--- config.mk ---
export PLATFORM = sky130hd
export DESIGN_NAME = wl_remap
export DESIGN_NICKNAME = d
export VERILOG_FILES = /design/src/rtl/wl_pkg.sv /design/src/rtl/wl_rotator.sv /design/src/rtl/wl_wear_table.sv /design/src/rtl/wl_seg_map.sv /design/src/rtl/wl_remap.sv
export SDC_FILE = /design/constraint.sdc
export NUM_CORES = 1
export LEC_CHECK = 0
export ABC_CLOCK_PERIOD_IN_PS = 45900
export BUFFER_PORTS_ARGS = -buffer_cell sky130_fd_sc_hd__buf_2
export CORE_MARGIN = 3
export CORE_UTILIZATION = 58
export CTS_CLUSTER_SIZE = 30
export DETAILED_ROUTE_END_ITERATION = 8
export HOLD_SLACK_MARGIN = 0.15
export PLACE_DENSITY_LB_ADDON = 0.2
export SYNTH_ARGS = -nofsm -noshare
export SYNTH_HDL_FRONTEND = slang
export SYNTH_SLANG_ARGS = --single-unit
--- constraint.sdc ---
create_clock -name clk -period 45.9 [get_ports clk]
set_input_delay 4.59 -clock clk [delete_from_list [all_inputs] [get_ports clk]]
set_output_delay 4.59 -clock clk [all_outputs]
set_load 0.01 [all_outputs]
--- src/rtl/wl_pkg.sv ---
package wl_pkg;

    // Sequencer states: idle service, hot/cold selection, four-step row copy
    typedef enum logic [2:0] {
        ST_IDLE,
        ST_SEL,
        ST_RD_A,
        ST_RD_B,
        ST_WR_A,
        ST_WR_B
    } wl_state_e;

    // Default geometry
    localparam int WL_SEGS   = 8;
    localparam int WL_ROWS   = 16;
    localparam int WL_DATA_W = 32;
    localparam int WL_CNT_W  = 16;

    // Offset advance: wraps modulo the row width
    function automatic int unsigned wl_next_off(int unsigned cur, int unsigned width);
        return (cur + 1 >= width) ? 0 : cur + 1;
    endfunction

endpackage

--- src/rtl/wl_rotator.sv ---
module wl_rotator #(
    parameter int W     = 32,
    parameter int OFF_W = 5,
    parameter bit LEFT  = 1'b1
) (
    input  logic [W-1:0]     din,
    input  logic [OFF_W-1:0] amt,
    output logic [W-1:0]     dout
);
    logic [2*W-1:0] dbl;

    generate
        if (LEFT) begin : g_left
            assign dbl  = {din, din} << amt;
            assign dout = dbl[2*W-1:W];
        end else begin : g_right
            assign dbl  = {din, din} >> amt;
            assign dout = dbl[W-1:0];
        end
    endgenerate
endmodule

--- src/rtl/wl_wear_table.sv ---
module wl_wear_table #(
    parameter int SEGS  = 8,
    parameter int CNT_W = 16,
    parameter int SEG_W = 3
) (
    input  logic             clk,
    input  logic             rst,
    input  logic             inc_en,
    input  logic [SEG_W-1:0] inc_seg,
    input  logic             halve,
    output logic [SEG_W-1:0] hot_seg,
    output logic [SEG_W-1:0] cold_seg,
    output logic [CNT_W-1:0] hot_cnt,
    output logic [CNT_W-1:0] cold_cnt
);
    localparam logic [CNT_W-1:0] CNT_MAX = '1;

    logic [CNT_W-1:0] cnt_q [SEGS];

    always_ff @(posedge clk) begin
        if (rst) begin
            for (int i = 0; i < SEGS; i++) cnt_q[i] <= '0;
        end else if (halve) begin
            for (int i = 0; i < SEGS; i++) cnt_q[i] <= cnt_q[i] >> 1;
        end else if (inc_en && cnt_q[inc_seg] != CNT_MAX) begin
            cnt_q[inc_seg] <= cnt_q[inc_seg] + 1'b1;
        end
    end

    // Linear scan, first index wins ties
    always_comb begin
        hot_seg  = '0;
        cold_seg = '0;
        hot_cnt  = cnt_q[0];
        cold_cnt = cnt_q[0];
        for (int i = 1; i < SEGS; i++) begin
            if (cnt_q[i] > hot_cnt) begin
                hot_cnt = cnt_q[i];
                hot_seg = SEG_W'(i);
            end
            if (cnt_q[i] < cold_cnt) begin
                cold_cnt = cnt_q[i];
                cold_seg = SEG_W'(i);
            end
        end
    end

    generate
        for (genvar g = 0; g < SEGS; g++) begin : g_sat_chk
            p_cnt_sat_r3: assert property (@(posedge clk) disable iff (rst)
                (cnt_q[g] == CNT_MAX && inc_en && inc_seg == SEG_W'(g) && !halve)
                |=> (cnt_q[g] == CNT_MAX));
        end
    endgenerate

    p_hot_ge_cold_r3: assert property (@(posedge clk) disable iff (rst)
        hot_cnt >= cold_cnt);
endmodule

--- src/rtl/wl_seg_map.sv ---
module wl_seg_map #(
    parameter int SEGS  = 8,
    parameter int SEG_W = 3
) (
    input  logic             clk,
    input  logic             rst,
    input  logic [SEG_W-1:0] lookup_log,
    output logic [SEG_W-1:0] lookup_phys,
    input  logic             swap_en,
    input  logic [SEG_W-1:0] swap_a,
    input  logic [SEG_W-1:0] swap_b
);
    logic [SEG_W-1:0] map_q [SEGS];
    logic [SEGS-1:0]  used;

    always_ff @(posedge clk) begin
        if (rst) begin
            for (int i = 0; i < SEGS; i++) map_q[i] <= SEG_W'(i);
        end else if (swap_en) begin
            for (int i = 0; i < SEGS; i++) begin
                if (map_q[i] == swap_a)      map_q[i] <= swap_b;
                else if (map_q[i] == swap_b) map_q[i] <= swap_a;
            end
        end
    end

    assign lookup_phys = map_q[lookup_log];

    always_comb begin
        used = '0;
        for (int i = 0; i < SEGS; i++) used[map_q[i]] = 1'b1;
    end

    // The table must stay a permutation
    p_map_perm_r4: assert property (@(posedge clk) disable iff (rst)
        $countones(used) == SEGS);
endmodule

--- src/rtl/wl_remap.sv ---
module wl_remap
    import wl_pkg::*;
#(
    parameter int SEGS     = WL_SEGS,
    parameter int ROWS     = WL_ROWS,
    parameter int DATA_W   = WL_DATA_W,
    parameter int CNT_W    = WL_CNT_W,
    parameter int K_WRITES = 4,
    parameter int P_WRITES = 64,
    parameter int THRESH   = 4,
    localparam int SEG_W   = $clog2(SEGS),
    localparam int ROW_W   = $clog2(ROWS),
    localparam int OFF_W   = $clog2(DATA_W),
    localparam int ADDR_W  = SEG_W + ROW_W,
    localparam int MEM_W   = OFF_W + DATA_W
) (
    input  logic              clk,
    input  logic              rst,
    input  logic              req_valid,
    output logic              req_ready,
    input  logic              req_write,
    input  logic [SEG_W-1:0]  req_seg,
    input  logic [ROW_W-1:0]  req_row,
    input  logic [DATA_W-1:0] req_wdata,
    output logic              rsp_valid,
    output logic [DATA_W-1:0] rsp_rdata,
    output logic              mem_en,
    output logic              mem_we,
    output logic [ADDR_W-1:0] mem_addr,
    output logic [MEM_W-1:0]  mem_wdata,
    input  logic [MEM_W-1:0]  mem_rdata
);
    localparam int KC_W = $clog2(K_WRITES + 1);
    localparam int PC_W = $clog2(P_WRITES + 1);

    wl_state_e         state_q;
    logic [OFF_W-1:0]  off_q;
    logic [KC_W-1:0]   kcnt_q;
    logic [PC_W-1:0]   pcnt_q;
    logic [ROW_W-1:0]  row_q;
    logic [SEG_W-1:0]  hot_q, cold_q;
    logic [MEM_W-1:0]  buf_q;
    logic              rd_pend_q;

    logic              accept, wr_acc, do_swap, swap_done;
    logic [SEG_W-1:0]  phys_lu, hot_seg, cold_seg;
    logic [CNT_W-1:0]  hot_cnt, cold_cnt;
    logic [DATA_W-1:0] rot_w;

    assign req_ready = (state_q == ST_IDLE);
    assign accept    = req_valid && req_ready;
    assign wr_acc    = accept && req_write;
    assign do_swap   = (hot_seg != cold_seg) && ((hot_cnt - cold_cnt) >= CNT_W'(THRESH));
    assign swap_done = (state_q == ST_WR_B) && (row_q == ROW_W'(ROWS - 1));

    wl_seg_map #(.SEGS(SEGS), .SEG_W(SEG_W)) u_map (
        .clk        (clk),
        .rst        (rst),
        .lookup_log (req_seg),
        .lookup_phys(phys_lu),
        .swap_en    (swap_done),
        .swap_a     (hot_q),
        .swap_b     (cold_q)
    );

    wl_wear_table #(.SEGS(SEGS), .CNT_W(CNT_W), .SEG_W(SEG_W)) u_wear (
        .clk     (clk),
        .rst     (rst),
        .inc_en  (wr_acc),
        .inc_seg (phys_lu),
        .halve   (swap_done),
        .hot_seg (hot_seg),
        .cold_seg(cold_seg),
        .hot_cnt (hot_cnt),
        .cold_cnt(cold_cnt)
    );

    wl_rotator #(.W(DATA_W), .OFF_W(OFF_W), .LEFT(1'b1)) u_rot_wr (
        .din (req_wdata),
        .amt (off_q),
        .dout(rot_w)
    );

    wl_rotator #(.W(DATA_W), .OFF_W(OFF_W), .LEFT(1'b0)) u_rot_rd (
        .din (mem_rdata[DATA_W-1:0]),
        .amt (mem_rdata[MEM_W-1:DATA_W]),
        .dout(rsp_rdata)
    );

    assign rsp_valid = rd_pend_q;

    // Memory port steering
    always_comb begin
        mem_en    = 1'b0;
        mem_we    = 1'b0;
        mem_addr  = {phys_lu, req_row};
        mem_wdata = {off_q, rot_w};
        unique case (state_q)
            ST_IDLE: begin
                mem_en = req_valid;
                mem_we = req_write;
            end
            ST_RD_A: begin
                mem_en   = 1'b1;
                mem_addr = {hot_q, row_q};
            end
            ST_RD_B: begin
                mem_en   = 1'b1;
                mem_addr = {cold_q, row_q};
            end
            ST_WR_A: begin
                mem_en    = 1'b1;
                mem_we    = 1'b1;
                mem_addr  = {hot_q, row_q};
                mem_wdata = mem_rdata;
            end
            ST_WR_B: begin
                mem_en    = 1'b1;
                mem_we    = 1'b1;
                mem_addr  = {cold_q, row_q};
                mem_wdata = buf_q;
            end
            default: ;
        endcase
    end

    always_ff @(posedge clk) begin
        if (rst) begin
            state_q   <= ST_IDLE;
            off_q     <= '0;
            kcnt_q    <= '0;
            pcnt_q    <= '0;
            row_q     <= '0;
            hot_q     <= '0;
            cold_q    <= '0;
            buf_q     <= '0;
            rd_pend_q <= 1'b0;
        end else begin
            rd_pend_q <= accept && !req_write;
            unique case (state_q)
                ST_IDLE: begin
                    if (wr_acc) begin
                        if (kcnt_q == KC_W'(K_WRITES - 1)) begin
                            kcnt_q <= '0;
                            off_q  <= OFF_W'(wl_next_off(int'(off_q), DATA_W));
                        end else begin
                            kcnt_q <= kcnt_q + 1'b1;
                        end
                        if (pcnt_q == PC_W'(P_WRITES - 1)) begin
                            pcnt_q  <= '0;
                            state_q <= ST_SEL;
                        end else begin
                            pcnt_q <= pcnt_q + 1'b1;
                        end
                    end
                end
                ST_SEL: begin
                    if (do_swap) begin
                        hot_q   <= hot_seg;
                        cold_q  <= cold_seg;
                        row_q   <= '0;
                        state_q <= ST_RD_A;
                    end else begin
                        state_q <= ST_IDLE;
                    end
                end
                ST_RD_A: state_q <= ST_RD_B;
                ST_RD_B: begin
                    buf_q   <= mem_rdata;
                    state_q <= ST_WR_A;
                end
                ST_WR_A: state_q <= ST_WR_B;
                ST_WR_B: begin
                    if (row_q == ROW_W'(ROWS - 1)) begin
                        state_q <= ST_IDLE;
                    end else begin
                        row_q   <= row_q + 1'b1;
                        state_q <= ST_RD_A;
                    end
                end
                default: state_q <= ST_IDLE;
            endcase
        end
    end

    // A response only ever follows a requester read issued in service mode
    p_rsp_after_read_r2: assert property (@(posedge clk) disable iff (rst)
        rsp_valid |-> $past(mem_en && !mem_we && req_ready));

    // No responses while selecting or copying
    p_no_rsp_in_swap_r6: assert property (@(posedge clk) disable iff (rst)
        (state_q != ST_IDLE) |-> !rsp_valid);

    // The second copy write targets a different segment than the first
    p_copy_pair_r6: assert property (@(posedge clk) disable iff (rst)
        (state_q == ST_WR_B) |->
        (mem_addr[ADDR_W-1:ROW_W] != $past(mem_addr[ADDR_W-1:ROW_W])));

    // Offset moves only by a single wrapped step
    p_offset_step_r5: assert property (@(posedge clk) disable iff (rst)
        !$stable(off_q) |->
        (off_q == OFF_W'(wl_next_off(int'($past(off_q)), DATA_W))));
endmodule

==> flow_summary.yaml, run 1 <==
cells_and_area:
  syn2layout_area_growth_pct: 8.65
  finalNetCount: 3197
  final_cell_area_sq_um: 25800
  final_common_cell: "nand2_1"
  final_cell_mix: "nand2_1 (409), a21oi_1 (241), o21ai_0 (240), nor2_1 (239), ha_1 (217)"
  layout-drive-gt1-share: 0.154
sta:
  hold_viol: 0
  fin_crit_ps: 22530
  worst_pin_slew_ps: 1290
  fin_crit_sh: 0.491
  final.setup.tns_ps: 0
  fmax_ghz: 0.0444
  skew_ps: 23.9
  setup_viol: 0
  rsz0062_at_grt: "no"
  drv_slew: 0
  slew_headroom: 0.138
synth:
  ys.flop_type: "edfxtp_1"
  synth_xor_area_frac: 0.0310
  ys_types: 96
  synthAdderAreaFrac: 0.116
  synth.yosys.warnings: 0
  syn_area_per_cell_sq_um: 8.33
  ys_seq_elements: 218
  synth-edff-count: 152
  ys_seq_area_frac: 0.248
  synth_mux_area_frac: 0.179
  synth_cells: 2849
  synth_top_family_by_area: "compound AO/OA/AOI/OAI gates"
  synth_compound_area_frac: 0.217
  syn_nets: 3147
  syn_area_sq_um: 23700
  async_flop_share: 0
  synth-simple-area-share: 0.160
floorplan:
  io_pins: 160
  die_x_microns: 208
  start_util: 0.592
  row_count: 73
  dieArea_sq_um: 43400
  fp.coreArea_sq_um: 40100
  die_h_microns: 208
global_route:
  grt_util_met3: 0.0944
  gr-total-overflow: 0
  busiest_layer: "met2"
  gr-usage-all-layers: 0.404
  grt_pass1_wl_microns: 137000
  use_met1: 0.510
  grt_max_degree: 79
  grt_pass1_vias: 22800
  antenna_found_initial: 1
  use_met2: 0.645
clock_tree:
  ctsHoldBuffers: 0
  cts_root_buffer: "clkbuf_16"
  cts_tree: "yes"
  cts_buffer_depth: 3
  clk_pin_slew_ps: 60
  cts.sinks: 218
  cts.htree.levels: 1
  postCtsSetupRepairBufs: 0
  cts_resized: 0
  clock_latency_ps: 580
  numCtsBuffers: 27
run:
  cap_violations: 0
placed_design:
  dpl_cell_area_sq_um: 24900
  hpwl_microns: 69500
  port_buffers: 159
  place_congestion: 1.06
setup_path:
  slowest_delay_ps: 940
  worstPathRequired_ps: 46350
  crit_buf_inv: 2
  worstPathArrival_ps: 22990
  cp-start-kind: "register"
  endpoint_kind: "register"
  crit_top_cell: "o21ai_0"
  crit_slowest_cell: "and2_1"
  critical_path_class: "reg2reg"
  cp_top_family: "compound AO/OA/AOI/OAI gates"
  critPathMaxFanout: 35
routing:
  vias: 23900
  drtAntennaViolNets: 0
  finalWirelength_microns: 90800
  viasPerCell: 6.93
  drc: 0
  wl_per_cell_microns: 26.3
  first_pass_iters: 7
  drtIter0Drc: 3065
min_path:
  hold_path_class: "reg2reg"
pwr:
  power_density_nw_per_um2: 39.4
  power.leakage_uw: 0.0102
  vdd_drop_max_v: 0.0000316
status:
  status: "finished clean"
-- where the power goes --
group	leakage (uW)	total, uW	internal, uW	switching [uW]
clock	0.000434	226	132	94.8
sequential	0.00207	235	218	17.1
combinational	0.00767	554	207	347
-- final timing paths --
| check | slack, ps | depth (start not counted) | start | end |
|---|---|---|---|---|
| max | 23370 | 96 | u_wear.cnt_q[1][15] | state_q[1] |
| min reg2reg | 440 | 2 | kcnt_q[2] | kcnt_q[2] |
| min | 440 | 2 | kcnt_q[2] | kcnt_q[2] |
| max reg2reg | 23370 | 96 | u_wear.cnt_q[1][15] | state_q[1] |
-- cell type report --
type / count / area, sq um
clock inverter: 16 / 199
multi-input combinational: 2321 / 16800
tap: 525 / 657
antenna: 1 / 2.50
fill: 3480 / 14300
timing repair buffer: 192 / 1040
inverter: 139 / 522
clock buffer: 34 / 702
sequential: 218 / 5890
-- stage by stage --
step	total power, uW	util	instances	hold slack, ps	setup slack (ps)
2_1_floorplan	612	-	2849	407	26090
3_3_place_gp	759	0.621	3395	415	24420
3_5_place_dp	772	0.621	3395	423	23860
4_1_cts	996	0.643	3445	446	23740
5_1_grt	1070	0.643	3445	470	21250
6_report	1020	0.643	3446	443	23370
-- tightest hold or removal path: stages (launching register included) --
cell and delay, ps:
dfxtp_1 310, nand2_1 60, a21oi_1 30
-- state kept, by name, summed over array words and instances, names as in the netlist --
signal / count
state_q: 3
u_map.map_q: 24
buf_q: 37
u_wear.cnt_q: 128
row_q: 4
cold_q: 3
pcnt_q: 7
off_q: 5
rsp_valid: 1
kcnt_q: 3
hot_q: 3
-- cells in the mapped netlist, types with 12 or more instances --
cell        n  area share
o21a_1     35       0.011
xnor2_1    47       0.017
nor3_1     31      0.0065
ha_1      217        0.11
o211ai_1   17      0.0054
xor2_1     37       0.014
a211oi_1   17      0.0054
nand3_1    37      0.0078
buf_1      33      0.0052
or3_1      14      0.0037
o22ai_1    53       0.014
mux2i_1   165       0.070
nand2_1   410       0.065
dfxtp_1    66       0.056
a21oi_1   241       0.051
o31ai_1    21      0.0066
a21o_1     60       0.019
clkbuf_1  135       0.021
a22o_1     34       0.013
o21ai_0   243       0.051
inv_1     138       0.022
mux2_2     85       0.040
nor2_1    241       0.038
nor2b_1    16      0.0042
a31oi_1    13      0.0034
and3_1     12      0.0032
nand4_1    44       0.012
mux4_2     70       0.066
edfxtp_1  152        0.19
-- metal layers --
| layer | wire length, microns | share of wire | vias up |
|---|---|---|---|
| met1 | 33900 | 0.37 | 11400 |
| met2 | 40900 | 0.45 | 1508 |
| met5 | 28 | 0.00031 | - |
| met3 | 10000 | 0.11 | 338 |
| li1 | - | - | 10600 |
| met4 | 5860 | 0.065 | 4 |
-- cell families (layout without fill, tap and decap cells) --
kind of cell | count (synthesis) | in the layout
compound gates | 826 | 826
xor+xnor | 84 | 84
fa+ha+maj | 219 | 219
buf+inv | 310 | 381
flops | 218 | 218
mux | 324 | 324
other cells | 0 | 1
simple gates | 868 | 868
No activity file was read; power rests on OpenSTA's default activity.
==> inputs of run 2 (changes only) <==
ABC_AREA = 1   (was not set)
ABC_CLOCK_PERIOD_IN_PS = 23000   (was 45900)
clock period = 23 ns   (was 45.9 ns; I/O delays follow)
==> run 2 against run 1 <==
Against the previous run:
- clock power is 93% higher
- final cell count is 8.0% higher
- cell area is 6.5% lower
- global-route usage is 3.6 points lower
- setup slack worse by 19000 ps
- sequential share of layout area is 1.6 points higher
- via count is 0.72% lower
- routed wire length is 13% lower
- clock-buffer cell count is 4 lower
- register-to-register slack worse by 19000 ps
- first-iteration DRC count is 20% lower
- critical path depth is 24 lower
- largest cell class unchanged
==> flow_summary.yaml, run 2 <==
cells_and_area:
  largest_register_ffs: 128
  multiInputGateArea_sq_um: 14600
  layout-drive-gt1-share: 0.0906
  final-instance-count-excl-fill: 3723
  seq_area_sq_um: 5890
  top_regs: "u_wear.cnt_q: 128 flops, buf_q: 37 flops, u_map.map_q: 24 flops"
  top_register: "u_wear.cnt_q"
  syn2layout_area_growth_pct: 7.92
  final_cell_mix: "nand2_1 (752), o21ai_0 (494), inv_1 (289), ha_1 (217), buf_2 (159)"
  final_common_cell: "nand2_1"
  num-fill-cells: 3512
  diodes: 0
  finalNetCount: 3490
sta:
  hold_viol: 0
  fmax_ghz: 0.0536
  drv_slew: 0
  final.setup.tns_ps: 0
  rsz0062_at_grt: "no"
  slew_headroom: 0.188
  fin_crit_ps: 18670
  fin_ws_ps: 4330
  setup_viol: 0
  fin_crit_sh: 0.812
  skew_ps: 35.5
  worst_pin_slew_ps: 1210
synth:
  syn_nets: 3444
  syn_area_sq_um: 22300
  ys.flop_type: "edfxtp_1"
  synth.top_cell.area_share: 0.204
  synth_cells: 3146
  synth-edff-count: 152
  ys_seq_elements: 218
  yosys-top-cells-area: "edfxtp_1 (20%), nand2_1 (13%), ha_1 (12%)"
  async_flop_share: 0
  yosys.area.top_type: "edfxtp_1"
  ys_seq_area_frac: 0.263
  syn_area_per_cell_sq_um: 7.10
  synth.most_common_cell: "nand2_1"
  synth.yosys.warnings: 0
  synthTopCellsByCount: "nand2_1 (752), o21ai_0 (494), inv_1 (292)"
  ys_types: 54
pwr:
  p_total_uw: 2530
  power_density_nw_per_um2: 105
  power.leakage_uw: 0.0109
  vdd_drop_max_v: 0.0000771
clock_tree:
  ctsHoldBuffers: 0
  clock_latency_ps: 570
  cts_tree: "yes"
  clk_pin_slew_ps: 60
  cts_buffer_depth: 3
  numCtsBuffers: 27
  postCtsSetupRepairBufs: 0
  cts.htree.levels: 1
  cts_root_buffer: "clkbuf_16"
  cts.sinks: 218
  cts_resized: 0
floorplan:
  die_h_microns: 202
  row_count: 71
  dieArea_sq_um: 40900
  fp.coreArea_sq_um: 37800
  start_util: 0.590
  io_pins: 160
  die_x_microns: 202
global_route:
  grt_util_met3: 0.0654
  grt_pass1_wl_microns: 121000
  grt_pass1_vias: 22400
  gr-total-overflow: 0
  use_met2: 0.610
  use_met1: 0.469
  antenna_found_initial: 0
  gr-usage-all-layers: 0.369
  grt_max_degree: 88
  busiest_layer: "met2"
min_path:
  hold_path_class: "reg2reg"
placed_design:
  place_ws_ps: 5040
  place_congestion: 1.03
  hpwl_microns: 60500
  dpl.cell_count: 3674
  port_buffers: 159
routing:
  drtIter0Drc: 2453
  vias: 23700
  finalWirelength_microns: 78900
  viasPerCell: 6.37
  first_pass_iters: 6
  drtAntennaViolNets: 0
  wl_per_cell_microns: 21.2
  drc: 0
setup_path:
  slowest_delay_ps: 840
  cp-start-kind: "register"
  crit_buf_inv: 3
  cp_top_family: "compound AO/OA/AOI/OAI gates"
  critPathMaxFanout: 37
  crit_top_cell: "a21oi_1"
  worstPathRequired_ps: 23470
  critical_path_class: "reg2reg"
  worstPathArrival_ps: 19140
  endpoint_kind: "register"
  crit_slowest_cell: "a2111oi_0"
run:
  cap_violations: 0
status:
  status: "finished clean"
==> run 2: kinds of logic after synthesis <==
logic type,count (synthesis),synth area share
compound gates,871,0.220
flops,218,0.263
simple gates,1159,0.221
mux,140,0.0627
xor+xnor,73,0.0286
buf+inv,467,0.0827
fa+ha+maj,218,0.122
==> run 2: metrics by stage <==
stage                util  instance area (sq um)  hold slack, ps
finish              0.637                  24100             467
global route        0.637                  24100             480
CTS                 0.637                  24100             467
detailed placement  0.614                  23200             458
global placement    0.614                  23200             450
floorplan               -                  22300             439
==> run 2: final cells by class <==
| type | count | area share |
|---|---|---|
| clock inverter | 19 | 0.00799 |
| inverter | 306 | 0.0476 |
| timing repair buffer | 178 | 0.0389 |
| clock buffer | 30 | 0.0285 |
| multi-input combinational | 2461 | 0.606 |
| sequential | 218 | 0.244 |
| tap | 511 | 0.0265 |
==> run 2: final timing paths <==
path | cells after the start | endpoint | slack (ps) | from
setup / recovery | 72 | row_q[0] | 4330 | u_wear.cnt_q[0][13]
hold / removal | 2 | pcnt_q[6] | 470 | pcnt_q[6]
setup reg to reg | 72 | row_q[0] | 4330 | u_wear.cnt_q[0][13]
hold reg to reg | 2 | pcnt_q[6] | 470 | pcnt_q[6]
==> run 2: where the power goes <==
group / internal, uW / switching (uW)
Clock: 250 / 186
Combinational: 544 / 1050
Sequential: 445 / 51.0
==> run 2: worst register-to-register path, delay by kind of cell, from the launching register on <==
| family | cells | cell delay, ps |
|---|---|---|
| compound gates | 36 | 10500 |
| fa+ha+maj | 8 | 2610 |
| buf+inv | 3 | 290 |
| flops | 1 | 410 |
| simple gates | 25 | 4790 |
==> run 2: routing by layer <==
layer,vias up,part of all wire
li1,11100,-
met1,10900,0.38
met2,1422,0.46
met3,283,0.10
met4,0,0.056
met5,-,0
